**config.mk**
```make
export PLATFORM = sky130hd
export DESIGN_NAME = crc_engine
export DESIGN_NICKNAME = d
export VERILOG_FILES = /design/src/rtl/crc_pkg.sv /design/src/rtl/crc_data_prep.sv /design/src/rtl/crc_byte_step.sv /design/src/rtl/crc_out_fmt.sv /design/src/rtl/crc_engine.sv
export SDC_FILE = /design/constraint.sdc
export NUM_CORES = 1
export LEC_CHECK = 0
export ABC_AREA = 1
export BUFFER_PORTS_ARGS = -buffer_cell sky130_fd_sc_hd__buf_2
export CAP_MARGIN = 10
export CORE_ASPECT_RATIO = 0.6
export CORE_MARGIN = 1.5
export CORE_UTILIZATION = 30
export CTS_CLUSTER_DIAMETER = 150
export CTS_CLUSTER_SIZE = 24
export DETAILED_ROUTE_END_ITERATION = 8
export PLACE_DENSITY = 0.48
export SLEW_MARGIN = 20
export SYNTH_ARGS = -nofsm -noshare
export SYNTH_HDL_FRONTEND = slang
export SYNTH_SLANG_ARGS = --single-unit
```
**constraint.sdc**
```tcl
create_clock -name clk -period 9.6 [get_ports clk]
set_input_delay 0 -clock clk [delete_from_list [all_inputs] [get_ports clk]]
set_output_delay 0 -clock clk [all_outputs]
set_load 0.02 [all_outputs]
```
**src/rtl/crc_pkg.sv**
```systemverilog
`timescale 1ns/1ps
// Shared types and helpers for the CRC engine.
// Assumes a byte is 8 bits and data writes are at most one word.
package crc_pkg;

    // One set of transform options: used for the data path and for the read-out path
    typedef struct packed {
        logic bitrev;
        logic byterev;
        logic invert;
    } xform_t;

    // Number of bytes minus one that a size code carries, limited by the data width
    function automatic int unsigned size_to_last(input logic [1:0] code, input int unsigned bytes);
        int unsigned n;
        case (code)
            2'd0:    n = 1;
            2'd1:    n = 2;
            default: n = bytes;
        endcase
        if (n > bytes) n = bytes;
        return n - 1;
    endfunction

endpackage

```
**src/rtl/crc_data_prep.sv**
```systemverilog
`timescale 1ns/1ps
// Input conditioning: applies the data transforms within the written size
// and zeroes the bytes above it. Purely combinational.
// Assumes DATA_W is a whole number of bytes.
module crc_data_prep
    import crc_pkg::*;
#(
    parameter int DATA_W = 32,
    localparam int BYTES = DATA_W / 8,
    localparam int CNT_W = (BYTES > 1) ? $clog2(BYTES) : 1
) (
    input  logic [DATA_W-1:0] raw,
    input  logic [1:0]        size,
    input  xform_t            opt,
    output logic [DATA_W-1:0] prepped,
    output logic [CNT_W-1:0]  last_idx
);

    logic [DATA_W-1:0] flipped;
    logic [DATA_W-1:0] ordered;
    int unsigned       last;

    // Bit reversal inside each byte lane
    for (genvar g = 0; g < BYTES; g++) begin : g_lane
        for (genvar b = 0; b < 8; b++) begin : g_bit
            assign flipped[g*8 + b] = opt.bitrev ? raw[g*8 + 7 - b] : raw[g*8 + b];
        end
    end

    // Size decode
    always_comb last = size_to_last(size, BYTES);
    assign last_idx = CNT_W'(last);

    // Byte reordering within the size, then inversion and masking of unused lanes
    always_comb begin
        ordered = '0;
        for (int k = 0; k < BYTES; k++) begin
            if (k <= int'(last)) begin
                if (opt.byterev)
                    ordered[k*8 +: 8] = flipped[(int'(last) - k)*8 +: 8];
                else
                    ordered[k*8 +: 8] = flipped[k*8 +: 8];
                if (opt.invert)
                    ordered[k*8 +: 8] = ~ordered[k*8 +: 8];
            end
        end
        prepped = ordered;
    end

endmodule

```
**src/rtl/crc_byte_step.sv**
```systemverilog
`timescale 1ns/1ps
// Folds one byte into the remainder, most-significant bit first.
// The narrow polynomial works in the upper half of a left-aligned register,
// so the wide and narrow cases share one chain of eight shift stages.
// Assumes poly_al holds the polynomial left-aligned to CRC_W bits.
module crc_byte_step #(
    parameter int CRC_W = 32,
    parameter int NARROW_W = 16
) (
    input  logic [CRC_W-1:0] crc_in,
    input  logic [7:0]       byte_in,
    input  logic             wide,
    input  logic [CRC_W-1:0] poly_al,
    output logic [CRC_W-1:0] crc_out
);

    localparam int PAD = CRC_W - NARROW_W;

    logic [CRC_W-1:0] stage [0:8];

    // Left-align the remainder and inject the byte at the top
    always_comb begin
        if (wide) stage[0] = crc_in ^ {byte_in, {(CRC_W-8){1'b0}}};
        else      stage[0] = {crc_in[NARROW_W-1:0], {PAD{1'b0}}} ^ {byte_in, {(CRC_W-8){1'b0}}};
    end

    // Eight conditional shift-and-subtract stages
    for (genvar s = 0; s < 8; s++) begin : g_stage
        assign stage[s+1] = stage[s][CRC_W-1] ? ((stage[s] << 1) ^ poly_al) : (stage[s] << 1);
    end

    // Realign the narrow result to the low bits
    always_comb begin
        if (wide) crc_out = stage[8];
        else      crc_out = {{PAD{1'b0}}, stage[8][CRC_W-1 -: NARROW_W]};
    end

endmodule

```
**src/rtl/crc_out_fmt.sv**
```systemverilog
`timescale 1ns/1ps
// Read-out formatting of the remainder: full-width bit reversal, byte
// reversal and inversion over 16 or 32 bits. Never feeds back into state.
module crc_out_fmt
    import crc_pkg::*;
#(
    parameter int CRC_W = 32,
    parameter int NARROW_W = 16
) (
    input  logic [CRC_W-1:0] rem,
    input  logic             wide,
    input  xform_t           opt,
    output logic [CRC_W-1:0] sum
);

    localparam int WB = CRC_W / 8;
    localparam int NB = NARROW_W / 8;

    logic [CRC_W-1:0]    rev_w, swap_w, pick_w;
    logic [NARROW_W-1:0] rev_n, swap_n, pick_n;

    // Full bit reversal for both widths
    for (genvar i = 0; i < CRC_W; i++) begin : g_rw
        assign rev_w[i] = rem[CRC_W-1-i];
    end
    for (genvar i = 0; i < NARROW_W; i++) begin : g_rn
        assign rev_n[i] = rem[NARROW_W-1-i];
    end

    // Byte reversal for both widths, applied after optional bit reversal
    for (genvar k = 0; k < WB; k++) begin : g_sw
        assign swap_w[k*8 +: 8] = opt.bitrev ? rev_w[(WB-1-k)*8 +: 8] : rem[(WB-1-k)*8 +: 8];
    end
    for (genvar k = 0; k < NB; k++) begin : g_sn
        assign swap_n[k*8 +: 8] = opt.bitrev ? rev_n[(NB-1-k)*8 +: 8] : rem[(NB-1-k)*8 +: 8];
    end

    // Select and invert per width
    always_comb begin
        pick_w = opt.byterev ? swap_w : (opt.bitrev ? rev_w : rem);
        pick_n = opt.byterev ? swap_n : (opt.bitrev ? rev_n : rem[NARROW_W-1:0]);
        if (opt.invert) begin
            pick_w = ~pick_w;
            pick_n = ~pick_n;
        end
        sum = wide ? pick_w : {{(CRC_W-NARROW_W){1'b0}}, pick_n};
    end


    always_comb narrow_top_zero_chk: assert (wide || sum[CRC_W-1:NARROW_W] == '0);

endmodule

```
**src/rtl/crc_engine.sv**
```systemverilog
`timescale 1ns/1ps
// Multi-polynomial CRC engine: byte-per-clock sequencer around the data
// conditioning, one-byte update and read-out formatting blocks.
// Assumes cfg_poly is held steady while a write is in flight.
module crc_engine
    import crc_pkg::*;
#(
    parameter int          DATA_W   = 32,
    parameter logic [15:0] POLY16_A = 16'h8005,
    parameter logic [15:0] POLY16_B = 16'h1021,
    parameter logic [31:0] POLY32   = 32'h04C11DB7,
    localparam int CRC_W = 32,
    localparam int NARROW_W = 16,
    localparam int BYTES = DATA_W / 8,
    localparam int CNT_W = (BYTES > 1) ? $clog2(BYTES) : 1,
    localparam int PEND_W = (DATA_W > 8) ? DATA_W - 8 : 8
) (
    input  logic              clk,
    input  logic              rst_n,
    input  logic [1:0]        cfg_poly,
    input  logic              cfg_din_bitrev,
    input  logic              cfg_din_byterev,
    input  logic              cfg_din_invert,
    input  logic              cfg_sum_bitrev,
    input  logic              cfg_sum_byterev,
    input  logic              cfg_sum_invert,
    input  logic              seed_wr,
    input  logic [CRC_W-1:0]  seed_val,
    input  logic              wr_valid,
    output logic              wr_ready,
    input  logic [1:0]        wr_size,
    input  logic [DATA_W-1:0] wr_data,
    output logic              busy,
    output logic [CRC_W-1:0]  checksum
);

    xform_t            din_opt, sum_opt;
    logic              wide, accept;
    logic [CRC_W-1:0]  poly_al;
    logic [DATA_W-1:0] prepped;
    logic [CNT_W-1:0]  last_idx;
    logic [7:0]        step_byte;
    logic [CRC_W-1:0]  step_out;
    logic [CRC_W-1:0]  rem_q;
    logic [PEND_W-1:0] pend_q;
    logic [CNT_W-1:0]  cnt_q;

    // Option bundling and polynomial alignment
    always_comb begin
        din_opt = '{bitrev: cfg_din_bitrev, byterev: cfg_din_byterev, invert: cfg_din_invert};
        sum_opt = '{bitrev: cfg_sum_bitrev, byterev: cfg_sum_byterev, invert: cfg_sum_invert};
        wide    = cfg_poly[1];
        case (cfg_poly)
            2'd0:    poly_al = {POLY16_A, 16'h0000};
            2'd1:    poly_al = {POLY16_B, 16'h0000};
            default: poly_al = POLY32;
        endcase
    end

    // Handshake: writes only when idle and no seed load competes
    assign busy     = (cnt_q != '0);
    assign wr_ready = !busy && !seed_wr;
    assign accept   = wr_valid && wr_ready;

    crc_data_prep #(.DATA_W(DATA_W)) u_prep (
        .raw      (wr_data),
        .size     (wr_size),
        .opt      (din_opt),
        .prepped  (prepped),
        .last_idx (last_idx)
    );

    // Byte source: pending bytes while busy, else lowest byte of the new write
    assign step_byte = busy ? pend_q[7:0] : prepped[7:0];

    crc_byte_step #(.CRC_W(CRC_W), .NARROW_W(NARROW_W)) u_step (
        .crc_in  (rem_q),
        .byte_in (step_byte),
        .wide    (wide),
        .poly_al (poly_al),
        .crc_out (step_out)
    );

    // Remainder and pending-byte sequencer
    always_ff @(posedge clk) begin
        if (!rst_n) begin
            rem_q  <= '0;
            pend_q <= '0;
            cnt_q  <= '0;
        end else if (seed_wr) begin
            rem_q  <= wide ? seed_val : {16'h0000, seed_val[NARROW_W-1:0]};
            pend_q <= '0;
            cnt_q  <= '0;
        end else if (busy) begin
            rem_q  <= step_out;
            pend_q <= pend_q >> 8;
            cnt_q  <= cnt_q - 1'b1;
        end else if (accept) begin
            rem_q  <= step_out;
            pend_q <= PEND_W'(prepped >> 8);
            cnt_q  <= last_idx;
        end
    end

    crc_out_fmt #(.CRC_W(CRC_W), .NARROW_W(NARROW_W)) u_fmt (
        .rem  (rem_q),
        .wide (wide),
        .opt  (sum_opt),
        .sum  (checksum)
    );


    seed_load_chk: assert property (@(posedge clk) disable iff (!rst_n)
        seed_wr |=> !busy && rem_q == (cfg_poly[1] ? $past(seed_val) : {16'h0000, $past(seed_val[15:0])}));


    byte_no_busy_chk: assert property (@(posedge clk) disable iff (!rst_n)
        (accept && wr_size == 2'd0) |=> !busy);


    multi_busy_chk: assert property (@(posedge clk) disable iff (!rst_n)
        (accept && wr_size != 2'd0) |=> busy);


    countdown_chk: assert property (@(posedge clk) disable iff (!rst_n)
        (busy && !seed_wr) |=> cnt_q == $past(cnt_q) - 1'b1);


    state_hold_chk: assert property (@(posedge clk) disable iff (!rst_n)
        (!busy && !accept && !seed_wr) |=> $stable(rem_q));

endmodule

```
# [Yosys cells after proc, flatten, opt, wreduce, memory -nomap -nowiden]
# Cells that the tools add are included.
# W data, S select, Z words.
[word_totals] regBits=58 latchBits=0 mem_bits_rw=0 romBits=0 in_bits=78 output_inout_bits=34 elab_cells=131 n_memories=0
[op_classes] addsub=5 mul=0 div=0 order_cmp=5 n_eq_ne=2 shifts=4 mux=83 bitwise=17 reduce_logical=11
[ops] cell="$mux W32" n=18
[ops] cell="$xor A32 B32 Y32" n=10
[ops] cell="$mux W8" n=23
[ops] cell="$shiftx A32 B32 Y8" n=3
[ops] cell="$mux W16" n=5
[ops] cell="$pmux W32 S2" n=1
[ops] cell="$mux W1" n=32
[ops] cell="$not A32 Y32" n=1
[ops] cell="$not A8 Y8" n=4
[ops] cell="$shiftx A32 B7 Y8" n=1
[ops] cell="$not A16 Y16" n=1
[ops] cell="$sub A4 B3 Y5 const B" n=2
[ops] cell="$le A3 B4 Y1 const A" n=2
[ops] cell="$pmux W3 S2" n=1
[ops] cell="$sub A4 B2 Y5 const B" n=1
[ops] cell="$eq A2 B1 Y1 const B" n=2
[ops] cell="$le A1 B4 Y1 const A" n=1
[ops] cell="$le A2 B4 Y1 const A" n=1
[ops] cell="$logic_not A2 Y1" n=2
[ops] cell="$mux W2" n=2
[ops] cell="$reduce_bool A2 Y1" n=2
[ops] cell="$sub A3 B1 Y4 const B" n=1
[ops] cell="$gt A3 B3 Y1 const B" n=1
[ops] cell="$mux W3" n=1
[ops] cell="other kinds (7)" n=9

# [Longest topological paths before layout]
[depth] ltp_word=34 mapped_depth=36 mapped_depth_nobuf=34

# [Modules after synthesis]
# From an unflattened synthesis, not the netlist that was laid out.
[unflattened] cells_unflattened=2669 area_unflattened_um2=13128.8
[modules_own_cells] module="crc_byte_step" n_inst=1 cells_per_inst=1192 area_each_um2=5670.4 seq_area_each_um2=0.0
[modules_own_cells] module="crc_engine" n_inst=1 cells_per_inst=516 area_each_um2=3140.5 seq_area_each_um2=1161.1
[modules_own_cells] module="crc_data_prep" n_inst=1 cells_per_inst=477 area_each_um2=2180.8 seq_area_each_um2=0.0
[modules_own_cells] module="crc_out_fmt" n_inst=1 cells_per_inst=484 area_each_um2=2137.0 seq_area_each_um2=0.0

# [Worst setup path after synthesis]
# Ideal clock, no wire load.
[synth_timing] kind="input port to flip-flop" startpoint="input port wr_size[0]" endpoint="register rem_q[3]" setup_ns=0.128 t_arrival_ns=3.245 required_ns=9.472 setup_slack_ns=6.227 path_stages=30 n_path_buf=3 cell_sequence="nor2_4 > buf_4 > buf_2 > inv_1 > ha_1 > inv_1 > o21ai_0 > a21oi_2 > nand3_1 > nand3_1 > nand3_1 > nand2_1 > nand2_1 > nand2_2 > nand2_1 > nand3_1 > nand2_1 > nand2_2 > nand2_4 > nand2_2 > nand2_2 > buf_4 > nor2_2 > inv_1 > o21ai_2 > nand2_1 > o21ai_0 > nand3_1 > nand2_1 > a21oi_1"
[synth_between] elab_chain_len=33 word_cells_on_any_way=37 classes_between="add/sub (1); order compare (2); eq/ne (1); shift (1); mux (20); bitwise (11); reduce/logical (1)"
[synth_rtl] item="from (decl)" line="crc_engine.sv:31" rtl="input logic [1:0] wr_size,"
[synth_rtl] item="$eq A2 B1 Y1 / $logic_not A2 Y1 (equally long branches)" line="crc_pkg.sv:16" rtl="case (code)"
[synth_rtl] item="$pmux W3 S2 *" line="crc_pkg.sv:16"
[synth_rtl] item="$gt A3 B3 Y1" line="crc_pkg.sv:21" rtl="if (n > bytes) n = bytes;"
[synth_rtl] item="$mux W3 *" line="crc_pkg.sv:21"
[synth_rtl] item="$sub A3 B1 Y4 *" line="crc_pkg.sv:22" rtl="return n - 1;"
[synth_rtl] item="$shiftx A32 B7 Y8" line="crc_data_prep.sv:40" rtl="ordered[k*8 +: 8] = flipped[(int'(last) - k)*8 +: 8];"
[synth_rtl] item="$mux W8" line="crc_data_prep.sv:39" rtl="if (opt.byterev)"
[synth_rtl] item="$mux W8" line="crc_data_prep.sv:38" rtl="if (k <= int'(last)) begin"
[synth_rtl] item="[... 17 more ...]"
[synth_rtl] item="$xor A32 B32 Y32 / $mux W32 (equally long branches)" line="crc_byte_step.sv:29" rtl="assign stage[s+1] = stage[s][CRC_W-1] ? ((stage[s] << 1) ^ poly_al) : (stage[s] << 1);"
[synth_rtl] item="$mux W32 *" line="crc_byte_step.sv:29"
[synth_rtl] item="$xor A32 B32 Y32 / $mux W32 (equally long branches)" line="crc_byte_step.sv:29"
[synth_rtl] item="$mux W32 *" line="crc_byte_step.sv:29"
[synth_rtl] item="$mux W32 *" line="crc_byte_step.sv:34" rtl="if (wide) crc_out = stage[8];"
[synth_rtl] item="$mux W32" line="crc_engine.sv:98" rtl="end else if (accept) begin"
[synth_rtl] item="$mux W32 *" line="crc_engine.sv:94" rtl="end else if (busy) begin"
[synth_rtl] item="$mux W32 *" line="crc_engine.sv:90" rtl="end else if (seed_wr) begin"
[synth_rtl] item="to (signal assigned)" line="crc_engine.sv:91" rtl="rem_q <= wide ? seed_val : {16'h0000, seed_val[NARROW_W-1:0]};"
[synth_rtl] item="to (signal assigned)" line="crc_engine.sv:95" rtl="rem_q <= step_out;"
[synth_rtl] item="to (signal assigned)" line="crc_engine.sv:99" rtl="rem_q <= step_out;"
[synth_rtl] item="to (decl)" line="crc_engine.sv:44" rtl="logic [CRC_W-1:0] rem_q;"
# Every way passes the cells marked *; elsewhere a longest branch is shown, timed or not. The select of a mux whose other input is x is not followed.
# A chain may end at the register's enable or synchronous reset.

# [Final worst setup path]
[layout_timing] startpoint="input port wr_size[1]" endpoint="register rem_q[7]"
# Same word-level chain as after synthesis.

==> run_results.csv <==
group,metric,value,unit
run_status,status,"finished, final reports clean",
clock_tree,cts_buffer_depth,2,
synthesis,postSynthCellCount,1500,
clock_tree,cts_resized,0,
global_route,grt_max_degree,65,
power,p_leak,4.270,nW
floorplanning,die_w,214.2,µm
run,max_cap_violations,0,
sta,drv_slew,0,
critical_path,crit_end,"rem_q[7]",
critical_path,cp_common_cell,"nand3_1",
sta,fin_skew,0.008166,ns
floorplanning,die_area,27770,µm²
synthesis,yosysUniqueCellTypes,41,
floorplanning,core,26360,µm²
critical_path,cp.buffers_inverters,3,
detailed_routing,wl_per_cell,19.37,µm
power,power_frac_clock,0.191,
clock_tree,cts_tree,"done",
critical_path,crit_family,"simple AND/OR/NAND/NOR gates",
critical_path,worst_r2r_endpoint,"rem_q[7]",
place,place_ws,4.163,ns
floorplanning,fp-row-count,46,
synthesis,seq_area_frac_synth,0.1447,
place,gp_congestion,0.9836,
finish,area_growth,13.02,%
clock_tree,cts_max_level,3,
critical_path,crit_cells,26,
finish,drive_gt1_frac,0.1195,
sta,finalHoldViolations,0,
detailed_routing,drc,0,
worst_hold_path,min_path_type,"input pin to flip-flop",
worst_hold_path,worstHoldPathCells,3,
critical_path,critical_path.max_stage_delay,0.74,ns
synthesis,async_reset_ff_frac,0,
critical_path,r2r-start,"cnt_q[0]",
sta,relSlewSlack,0.3193,
global_route,first_global_vias,8854,
global_route,antenna_found_initial,0,
clock_tree,clk_pin_slew,0.06,ns
sta,finalCritPeriodShare,0.5514,
critical_path,endpoint_kind,"flip-flop",
critical_path,crit_start,"wr_size[1]",
clock_tree,clock_latency,0.34,ns
power,pwr_density_cell,179.1,nW/µm²
critical_path,arrival,5.49,ns
critical_path,path_class,"input pin to flip-flop",
power,p_total,1.625,mW
detailed_routing,drt_wl_total,37110,µm
clock_tree,clkSinkCount,58,
place,dp.cells,1891,
place,place_hpwl,29620,µm
floorplanning,ios,112,
power,p_int,737.9,µW
detailed_routing,drt_iter0_markers,1308,
power,seqPwrFrac,0.191,
global_route,grt.total_usage,0.2634,
critical_path,ff2ff_path_depth,21,
critical_path,crit_fanout,28,
detailed_routing,final_antenna_net_count,0,
critical_path,critPathSlowestCell,"ha_1",
floorplanning,start_util,0.3044,
synthesis,ys.warnings.count,0,
sta,tns,0,ns
finish,insertedDiodeCount,0,
sta,layout_setup_ws,4.306,ns
synthesis,synth_edf_count,0,
synthesis,syn_area,8025,µm²
critical_path,critical_path_required,9.80,ns
power,p_switching,886.6,µW
synthesis,ys_ff_latch,58,
synthesis,syn_avg_cell_area,5.350,µm²
sta,fmax,0.1889,GHz
clock_tree,cts-root-buf,"clkbuf_16",
sta,tightest_slew,1.020,ns
critical_path,cp-start-kind,"input pin",
synthesis,synth_ff_type,"dfxtp_1",
synthesis,syn_nets,1581,
floorplanning,die_y,129.7,µm
detailed_routing,vias,10327,
detailed_routing,routed_via_density,5.390,
power,combPwrFrac,0.619,
finish,final_util,0.3441,
finish,final_nets,1632,
clock_tree,numCtsBuffers,9,
detailed_routing,dr.pass1.iters,8,
place,io_buffers,111,
critical_path,r2r_setup_slack,5.59,ns
finish,instances_no_fill,1916,
sta,setup_viol,0,
power,switching_share,0.5458,
global_route,overflow,0,
power,irDropWorstVdd,104.2,µV
global_route,grt_pass1_wl,55770,µm
sta,rsz0062_at_grt,"no",
sta,period_minus_slack,5.294,ns
-- kinds of logic (layout without fill, tap and decap cells) --
kind of cell             after synthesis  after routing  share of synthesized area
AND/OR/NAND/NOR                      774            774                     0.4066
flip-flops                            58             58                     0.1447
XOR/XNOR                              57             57                    0.06221
adder cells (fa/ha/maj)                3              3                   0.004678
buffers and inverters                215            271                     0.1085
multiplexers                           9              9                    0.01123
AO/OA/AOI/OAI                        384            384                     0.2621
-- registers in the layout (all words and copies together) (netlist names) --
register and count:
pend_q 24, rem_q 32, cnt_q 2
-- power groups by stage --
stage / sequential [mW] / combinational (mW) / clock, mW
final: 0.310 / 1.00 / 0.310
after global routing: 0.309 / 1.10 / 0.324
after CTS: 0.304 / 0.974 / 0.314
after detailed placement: 0.309 / 0.965 / 0
after global placement: 0.310 / 0.965 / 0
after floorplan: 0.282 / 0.697 / 0
-- Yosys cell counts (all sizes together), types with 3 or more instances --
master    n  area [µm²]
inv     122       457.9
a21oi    81       409.1
xor2     52       455.4
dfxtp    58        1161
nand2   511        1993
o21a      4       30.03
nand3   148       765.7
xnor2     5       43.79
clkinv    5       18.77
or2      16       100.1
a31oi    26       162.7
o221ai   12       105.1
buf      30       176.4
clkbuf   58       217.7
o22ai    11       68.82
o21ai   223        1120
ha        3       37.54
mux2i     9       90.09
a22oi     4       30.03
nor2     95       379.1
o211ai   17       127.6
-- timing repair --
| item | CTS | global route |
|---|---|---|
| buffers inserted | 0 | 0 |
| hold endpoints to repair | 9 | 0 |
| hold buffers | 9 | 0 |
-- worst reg2reg max path: stages (launching register included) --
cell      delay (ns)
dfxtp_1         0.35
nor2_1          0.07
inv_1           0.05
buf_4           0.28
nand2_1         0.20
nand2_1         0.13
nand2_1         0.07
nand2_2         0.12
nand3_1         0.10
nand3_1         0.14
nand2_1         0.33
nand2_2         0.22
nand2_4         0.12
nand2_2         0.12
nand2_2         0.20
nand2_4         0.15
nand2_4         0.13
nor2_2          0.18
xor2_1          0.41
o21ai_0         0.14
o21bai_1        0.28
a21oi_1         0.10
-- cell type report --
class                           instances  area (µm²)
Clock buffer                           12       256.5
Clock inverter                          4       26.28
Fill cell                            3053       17290
Inverter                              127       476.7
Multi-Input combinational cell       1227        5993
Sequential cell                        58        1161
Tap cell                              360       450.4
Timing Repair Buffer                  128       705.7
-- cells in the final DEF, fill, tap and decap left out, types with 5 or more instances in the layout --
master / netlist / final
buf_4: 7 / 8
buf_2: 12 / 111
or2_2: 14 / 14
nand2_2: 12 / 12
inv_2: 8 / 8
o21ai_0: 210 / 210
o211ai_1: 17 / 17
xnor2_1: 5 / 5
nand3_2: 5 / 5
dfxtp_1: 58 / 58
a31oi_1: 26 / 26
o22ai_1: 11 / 11
inv_1: 114 / 114
o21ai_1: 12 / 12
nand3_1: 143 / 143
mux2i_1: 9 / 9
clkbuf_16: 0 / 9
nor2_1: 90 / 90
clkinv_1: 5 / 5
nand2_1: 493 / 493
dlygate4sd3_1: 0 / 9
xor2_1: 52 / 52
o221ai_1: 12 / 12
nand2_4: 6 / 6
a21oi_1: 80 / 80
-- layer usage --
metal | wire length, µm | global-route usage | vias to the layer above
li1 | - | - | 5056
met1 | 20110 | 0.4507 | 4776
met2 | 12420 | 0.3111 | 476
met3 | 4343 | 0.05921 | 19
met4 | 233 | 0.03853 | 0
met5 | 0 | 0 | -
-- worst min-delay path by stage --
stage / slack (ns) / from / end
after floorplan: 0.09 / seed_wr / wr_ready
after global placement: 0.28 / seed_val[6] / rem_q[6]
after detailed placement: 0.28 / seed_val[6] / rem_q[6]
after CTS: 0.003 / seed_val[30] / rem_q[30]
after global routing: 0.03 / seed_val[12] / rem_q[12]
final: 0.009 / seed_val[30] / rem_q[30]
-- stage by stage --
| stage | cell area, µm² | hold WS (ns) |
|---|---|---|
| floorplan | 8025 | 0.09409 |
| global placement | 8697 | 0.2821 |
| detailed placement | 8697 | 0.2769 |
| CTS | 9070 | 0.002621 |
| global route | 9070 | 0.02694 |
| finish | 9070 | 0.009150 |
(Power assumes the default switching activity.)
